`config.mk`:
```
export PLATFORM = sky130hd
export DESIGN_NAME = hazardUnit
export DESIGN_NICKNAME = d
export VERILOG_FILES = /design/src/rtl/hazardPkg.sv /design/src/rtl/fwdPick.sv /design/src/rtl/fwdDatapath.sv /design/src/rtl/hazardCtrl.sv /design/src/rtl/hazardUnit.sv
export SDC_FILE = /design/constraint.sdc
export NUM_CORES = 1
export LEC_CHECK = 0
export ABC_AREA = 1
export BUFFER_PORTS_ARGS = -buffer_cell sky130_fd_sc_hd__buf_2
export CAP_MARGIN = 20
export CORE_MARGIN = 1.5
export CORE_UTILIZATION = 51
export DETAILED_ROUTE_END_ITERATION = 7
export PLACE_DENSITY = 0.91
export SLEW_MARGIN = 20
export SYNTH_ARGS = -nofsm -noshare
export SYNTH_HDL_FRONTEND = slang
export SYNTH_HIERARCHICAL = 1
export SYNTH_SLANG_ARGS = --single-unit
```
`constraint.sdc`:
```
create_clock -name vclk -period 1.6
set_input_delay 0.08 -clock vclk [all_inputs]
set_output_delay 0.08 -clock vclk [all_outputs]
set_load 0.005 [all_outputs]
```
`src/rtl/hazardPkg.sv`:
```
package hazardPkg;

  typedef enum logic [1:0] {
    FWD_REGFILE = 2'b00,
    FWD_WBACK   = 2'b01,
    FWD_MEMSTG  = 2'b10
  } fwdSel_e;

  typedef struct packed {
    logic freeze;    // hold PC and fetch/decode register
    logic bubble;    // insert no-op into execute
    logic squash;    // kill wrongly fetched instruction
    logic redirect;  // fetch from branch target
  } hazStrobe_t;

endpackage

```
`src/rtl/fwdPick.sv`:
```
module fwdPick #(
  parameter int AW = 5
) (
  input  logic [AW-1:0] srcReg,
  input  logic [AW-1:0] exMemRd,
  input  logic          exMemRegWrite,
  input  logic [AW-1:0] memWbRd,
  input  logic          memWbRegWrite,
  output logic [1:0]    sel
);
  import hazardPkg::*;

  localparam logic [AW-1:0] ZERO_REG = '0;

  logic srcLive;
  logic memHit;
  logic wbHit;

  assign srcLive = (srcReg != ZERO_REG);
  assign memHit  = srcLive && exMemRegWrite && (exMemRd == srcReg);
  assign wbHit   = srcLive && memWbRegWrite && (memWbRd == srcReg);

  always_comb begin
    if (memHit)      sel = FWD_MEMSTG;
    else if (wbHit)  sel = FWD_WBACK;
    else             sel = FWD_REGFILE;
  end
endmodule

```
`src/rtl/fwdDatapath.sv`:
```
module fwdDatapath #(
  parameter int AW     = 5,
  parameter int NUM_OP = 2
) (
  input  logic [NUM_OP*AW-1:0]  srcRegs,
  input  logic [AW-1:0]         exMemRd,
  input  logic                  exMemRegWrite,
  input  logic [AW-1:0]         memWbRd,
  input  logic                  memWbRegWrite,
  input  hazardPkg::hazStrobe_t strobes,
  output logic [NUM_OP*2-1:0]   selFlat,
  output logic                  pcWriteEn,
  output logic                  ifIdWriteEn,
  output logic                  idExBubble,
  output logic                  ifIdFlush,
  output logic                  pcTakeTarget
);
  localparam int SELW = 2;

  for (genvar op = 0; op < NUM_OP; op++) begin : g_op
    fwdPick #(.AW(AW)) u_pick (
      .srcReg        (srcRegs[op*AW +: AW]),
      .exMemRd       (exMemRd),
      .exMemRegWrite (exMemRegWrite),
      .memWbRd       (memWbRd),
      .memWbRegWrite (memWbRegWrite),
      .sel           (selFlat[op*SELW +: SELW])
    );
  end

  assign pcWriteEn    = !strobes.freeze;
  assign ifIdWriteEn  = !strobes.freeze;
  assign idExBubble   = strobes.bubble;
  assign ifIdFlush    = strobes.squash;
  assign pcTakeTarget = strobes.redirect;
endmodule

```
`src/rtl/hazardCtrl.sv`:
```
module hazardCtrl #(
  parameter int AW = 5
) (
  input  logic [AW-1:0]         idExRt,
  input  logic                  idExMemRead,
  input  logic [AW-1:0]         ifIdRs,
  input  logic [AW-1:0]         ifIdRt,
  input  logic                  idBranchTaken,
  output hazardPkg::hazStrobe_t strobes
);
  localparam logic [AW-1:0] ZERO_REG = '0;

  logic loadDestLive;
  logic loadUse;

  assign loadDestLive = idExMemRead && (idExRt != ZERO_REG);
  assign loadUse      = loadDestLive && ((idExRt == ifIdRs) || (idExRt == ifIdRt));

  always_comb begin
    strobes.freeze   = loadUse;
    strobes.bubble   = loadUse;
    strobes.squash   = idBranchTaken && !loadUse;
    strobes.redirect = idBranchTaken && !loadUse;
  end
endmodule

```
`src/rtl/hazardUnit.sv`:
```
module hazardUnit #(
  parameter int AW = 5
) (
  input  logic          clk,
  input  logic          rstN,
  input  logic [AW-1:0] idExRs,
  input  logic [AW-1:0] idExRt,
  input  logic          idExMemRead,
  input  logic [AW-1:0] exMemRd,
  input  logic          exMemRegWrite,
  input  logic [AW-1:0] memWbRd,
  input  logic          memWbRegWrite,
  input  logic [AW-1:0] ifIdRs,
  input  logic [AW-1:0] ifIdRt,
  input  logic          idBranchTaken,
  output logic [1:0]    fwdSelA,
  output logic [1:0]    fwdSelB,
  output logic          pcWriteEn,
  output logic          ifIdWriteEn,
  output logic          idExBubble,
  output logic          ifIdFlush,
  output logic          pcTakeTarget
);
  localparam int NUM_OP = 2;

  hazardPkg::hazStrobe_t strobes;
  logic [NUM_OP*2-1:0]   selFlat;

  hazardCtrl #(.AW(AW)) u_ctrl (
    .idExRt        (idExRt),
    .idExMemRead   (idExMemRead),
    .ifIdRs        (ifIdRs),
    .ifIdRt        (ifIdRt),
    .idBranchTaken (idBranchTaken),
    .strobes       (strobes)
  );

  fwdDatapath #(.AW(AW), .NUM_OP(NUM_OP)) u_dp (
    .srcRegs       ({idExRt, idExRs}),
    .exMemRd       (exMemRd),
    .exMemRegWrite (exMemRegWrite),
    .memWbRd       (memWbRd),
    .memWbRegWrite (memWbRegWrite),
    .strobes       (strobes),
    .selFlat       (selFlat),
    .pcWriteEn     (pcWriteEn),
    .ifIdWriteEn   (ifIdWriteEn),
    .idExBubble    (idExBubble),
    .ifIdFlush     (ifIdFlush),
    .pcTakeTarget  (pcTakeTarget)
  );

  assign fwdSelA = selFlat[1:0];
  assign fwdSelB = selFlat[3:2];
endmodule

```
; ---- Yosys cells after proc, flatten, opt, wreduce, memory -nomap -nowiden
; Cells that the tools add are included.
[word_totals]
word_cells = 25
reg_bits = 0
out_inout_bits = 9
in_bits = 36
[classes]
muxes = 4
n_eq_ne = 6
n_reduce_logical = 15
[op_table]
columns = cell, n
row1 = 5-bit equality test, 6
row2 = 1-bit logical AND, 11
row3 = 5-bit nonzero test, 2
row4 = 2-bit two-way mux, 2
row5 = 1-bit two-way mux, 2
row6 = 1-bit zero test, 1
row7 = 1-bit logical OR, 1

; ---- Logic depth before layout (Yosys ltp)
[depth]
word_depth = 5
ltp_mapped = 9
depth_no_buf = 8

; ---- Modules after synthesis
; The synthesis kept the hierarchy.
[modules_own_cells]
columns = module, cells_per_inst, n_inst, area_per_inst_um2
row1 = fwdPick, 63, 2, 245.2
row2 = hazardCtrl, 56, 1, 249.0
row3 = fwdDatapath, 5, 1, 33.8

; ---- Least setup slack after synthesis
; Ideal clock, no wire load.
[synth_path]
path_type = input to output
from = in idExRt[1]
to = out pcWriteEn
path_stages = 9
arrival_time_ps = 807
setup_slack_ps = 713
n_path_buf = 2
cell_sequence = inv_1 > nand2_1 > nand2_1 > nor2_1 > nand3_1 > a21oi_2 > buf_4 > inv_1 > buf_4
[synth_between]
elab_chain_len = 4
word_cells_on_any_way = 7
classes_between = 2 x eq/ne / 5 x reduce/logical
[synth_lines]
columns = item, line
row1 = from (decl), hazardUnit.sv:7  ; input logic [AW-1:0] idExRt,
row2 = 5-bit equality test / 5-bit nonzero test (equally long branches), "hazardCtrl.sv:17, hazardCtrl.sv:16"
row3 = 1-bit logical OR / 1-bit logical AND (equally long branches), "hazardCtrl.sv:17, hazardCtrl.sv:16"
row4 = 1-bit logical AND *, hazardCtrl.sv:17  ; assign loadUse = loadDestLive && ((idExRt == ifIdRs) || (idExRt == ifIdRt));
row5 = net u_ctrl.loadUse, hazardCtrl.sv:14  ; logic loadUse;
row6 = 1-bit zero test *, -
row7 = to (decl), hazardUnit.sv:18  ; output logic pcWriteEn,
; Mark *: on every way through the listed nets, which the timed path passes. The rest lies on a longest branch.

; ---- Worst setup path in the final report
[layout_path]
from = in idExRt[4]
to = out ifIdWriteEn
[layout_between]
elab_chain_len = 4
word_cells_on_any_way = 7
classes_between = 2 x eq/ne / 5 x reduce/logical
[layout_lines]
columns = item, line
row1 = 5-bit equality test / 5-bit nonzero test (equally long branches), "hazardCtrl.sv:17, hazardCtrl.sv:16"
row2 = 1-bit logical OR / 1-bit logical AND (equally long branches), "hazardCtrl.sv:17, hazardCtrl.sv:16"
row3 = 1-bit logical AND *, hazardCtrl.sv:17
row4 = 1-bit zero test *, fwdDatapath.sv:32  ; assign ifIdWriteEn = !strobes.freeze;
row5 = to (decl), hazardUnit.sv:19  ; output logic ifIdWriteEn,
; Every way passes the cells marked *; elsewhere a longest branch is shown, timed or not.

==> impl_metrics.yaml <==
clock_tree:
  cts_hold_buffers: 0
  cts_post_setup_buffers_inserted: 0
  ctsResizeCount: 0
yosys:
  synth_xor_area_frac: 0.0227
  netlist_area_sq_um: 773
  yosys.area.top_type: "nand2_1"
  synth_cell_types: 11
  synth_top_family_by_area: "simple AND/OR/NAND/NOR gates"
  ys_top_cells_by_area: "nand2_1 (41%), inv_1 (22%), nor2_1 (14%)"
  syn_nets: 223
  yosys_warnings: 6
  yosysSeqAreaShare: 0
  synthMuxAreaShare: 0
  synth_top_cell_area_share: 0.413
  avgSynthCellArea_sq_um: 4.13
  synth_compound_area_frac: 0.0227
  yosys.area_share.simple: 0.625
  yosys.area_share.adder: 0
  syn-instance-count: 187
timing:
  fin_tns_setup_ns: 0
  rsz0062_at_grt: "false"
  slew_headroom: 0.878
  finalHoldViolations: 0
  setup_viol: 0
  tightest_slew_ns: 0.182
  post-route-period-util: 0.652
  drv_slew: 0
  finalCriticalPeriod_ns: 1.04
  fmax_mhz: 959
power_and_ir_drop:
  swShare: 0.567
  vdd_drop_max_v: 0.0000999
  p_seq_frac: 0
  p_int_mw: 0.0864
  p_clk_frac: 0
  power_density_nw_per_um2: 212
  total_leakage_power_nw: 0.760
  p_switching_mw: 0.113
  p_total_mw: 0.200
  pwr-share-comb: 1.000
layout:
  nClkBuffers: 0
  areaGrowthSynthToFinish_pct: 21.5
  n_sequential_cell: 0
  finalNetCount: 259
  utilization: 0.696
  n_fill_cell: 163
  final-seq-area_sq_um: 0
  diodes: 0
  stdcell_area_sq_um: 940
  drive_gt1_frac: 0.240
worst_setup_path:
  worstSetupEndpointType: "primary output"
  cp_max_fo: 8
  cp-startpoint: "idExRt[4]"
  path_class: "in -> out"
  worstPathArrival_ns: 0.96
  endpoint: "ifIdWriteEn"
  setup.worst_path.start_class: "primary input"
  crit_required_ns: 1.52
die:
  dieArea_sq_um: 1760
  start_util: 0.573
  coreArea_sq_um: 1350
  die_w_microns: 41.9
  fp.dieH_microns: 41.9
  ios: 45
  rows: 13
place:
  portBuffers: 43
  placed_cell_area_sq_um: 940
  finalWeightedCongestion: 0.814
  dpl.hpwl_microns: 1360
global_route:
  antenna_found_initial: 0
  grt_util_all_layers: 0.170
  first_global_vias: 706
  grt_pass1_wl_microns: 2550
  grt_overflow: 0
  grt_max_degree: 9
drt:
  ant_nets: 0
  routed_via_density: 4.18
  drc: 0
  vias: 987
  wire_per_inst_microns: 6.61
  wl_microns: 1560
  drt_iter0_drc: 31
  first_pass_iters: 4
flow_run:
  cap_violations: 0
min_path:
  hold_class: "in -> out"
outcome:
  outcome: "completed"
==> kinds of logic (layout without fill, tap and decap cells) <==
family,count (synthesis),count (layout)
simple gates,124,124
xor+xnor,2,2
compound gates,2,2
buf+inv,59,93
==> area by class of cell <==
class              instances  area (sq um)  share of cell area
inverters                 50           188               0.200
well taps                 15          18.8              0.0200
repair buffers            43           215               0.229
multi-input cells        128           518               0.551
==> synth_stat cells <==
cell type	number
inv_1	45
nor2_2	2
buf_4	9
nand2_1	85
nor2_1	28
nand3_1	7
nor3_1	1
nand2_2	1
inv_2	5
a21oi_2	2
xnor2_1	2
==> placed cells by master (no fill, tap or decap) <==
| cell | Yosys | final |
|---|---|---|
| xnor2_1 | 2 | 2 |
| buf_2 | 0 | 43 |
| nand2_1 | 85 | 85 |
| nand3_1 | 7 | 7 |
| nand2_2 | 1 | 1 |
| nor2_2 | 2 | 2 |
| nor3_1 | 1 | 1 |
| inv_2 | 5 | 5 |
| inv_1 | 45 | 45 |
| nor2_1 | 28 | 28 |
| a21oi_2 | 2 | 2 |
==> worst min path at each step <==
stage / from / endpoint / depth (start not counted)
3_3_place_gp: idBranchTaken / pcTakeTarget / 4
3_5_place_dp: idBranchTaken / ifIdFlush / 4
4_1_cts: idBranchTaken / ifIdFlush / 4
5_1_grt: idBranchTaken / pcTakeTarget / 4
2_1_floorplan: idBranchTaken / pcTakeTarget / 3
6_report: idBranchTaken / ifIdFlush / 4
==> power by group through the flow <==
stage | sequential [mW] | clock (mW) | combinational, mW
final | 0 | 0 | 0.200
after global placement | 0 | 0 | 0.197
after floorplan | 0 | 0 | 0.126
after CTS | 0 | 0 | 0.201
after detailed placement | 0 | 0 | 0.200
after global routing | 0 | 0 | 0.233
==> metrics by stage <==
stage	std cells	worst slack, ns	hold slack [ns]
global route	236	0.381	0.471
CTS	236	0.551	0.460
finish	236	0.557	0.457
global placement	236	0.565	0.453
floorplan	187	0.713	0.355
detailed placement	236	0.552	0.456
==> layer usage <==
layer	vias up	routed length, microns	global-route usage
li1	585	-	-
met1	376	776	0.238
met2	26	698	0.306
met3	0	85	0
met4	0	0	0
met5	-	0	0
==> critical path, stage by stage <==
cell	delay (ns)
buf_2	0.17
inv_2	0.04
nand2_1	0.06
nand2_1	0.05
nor2_1	0.10
nand3_1	0.12
a21oi_2	0.16
inv_1	0.06
buf_2	0.12
No activity file was read; power rests on OpenSTA's default activity.
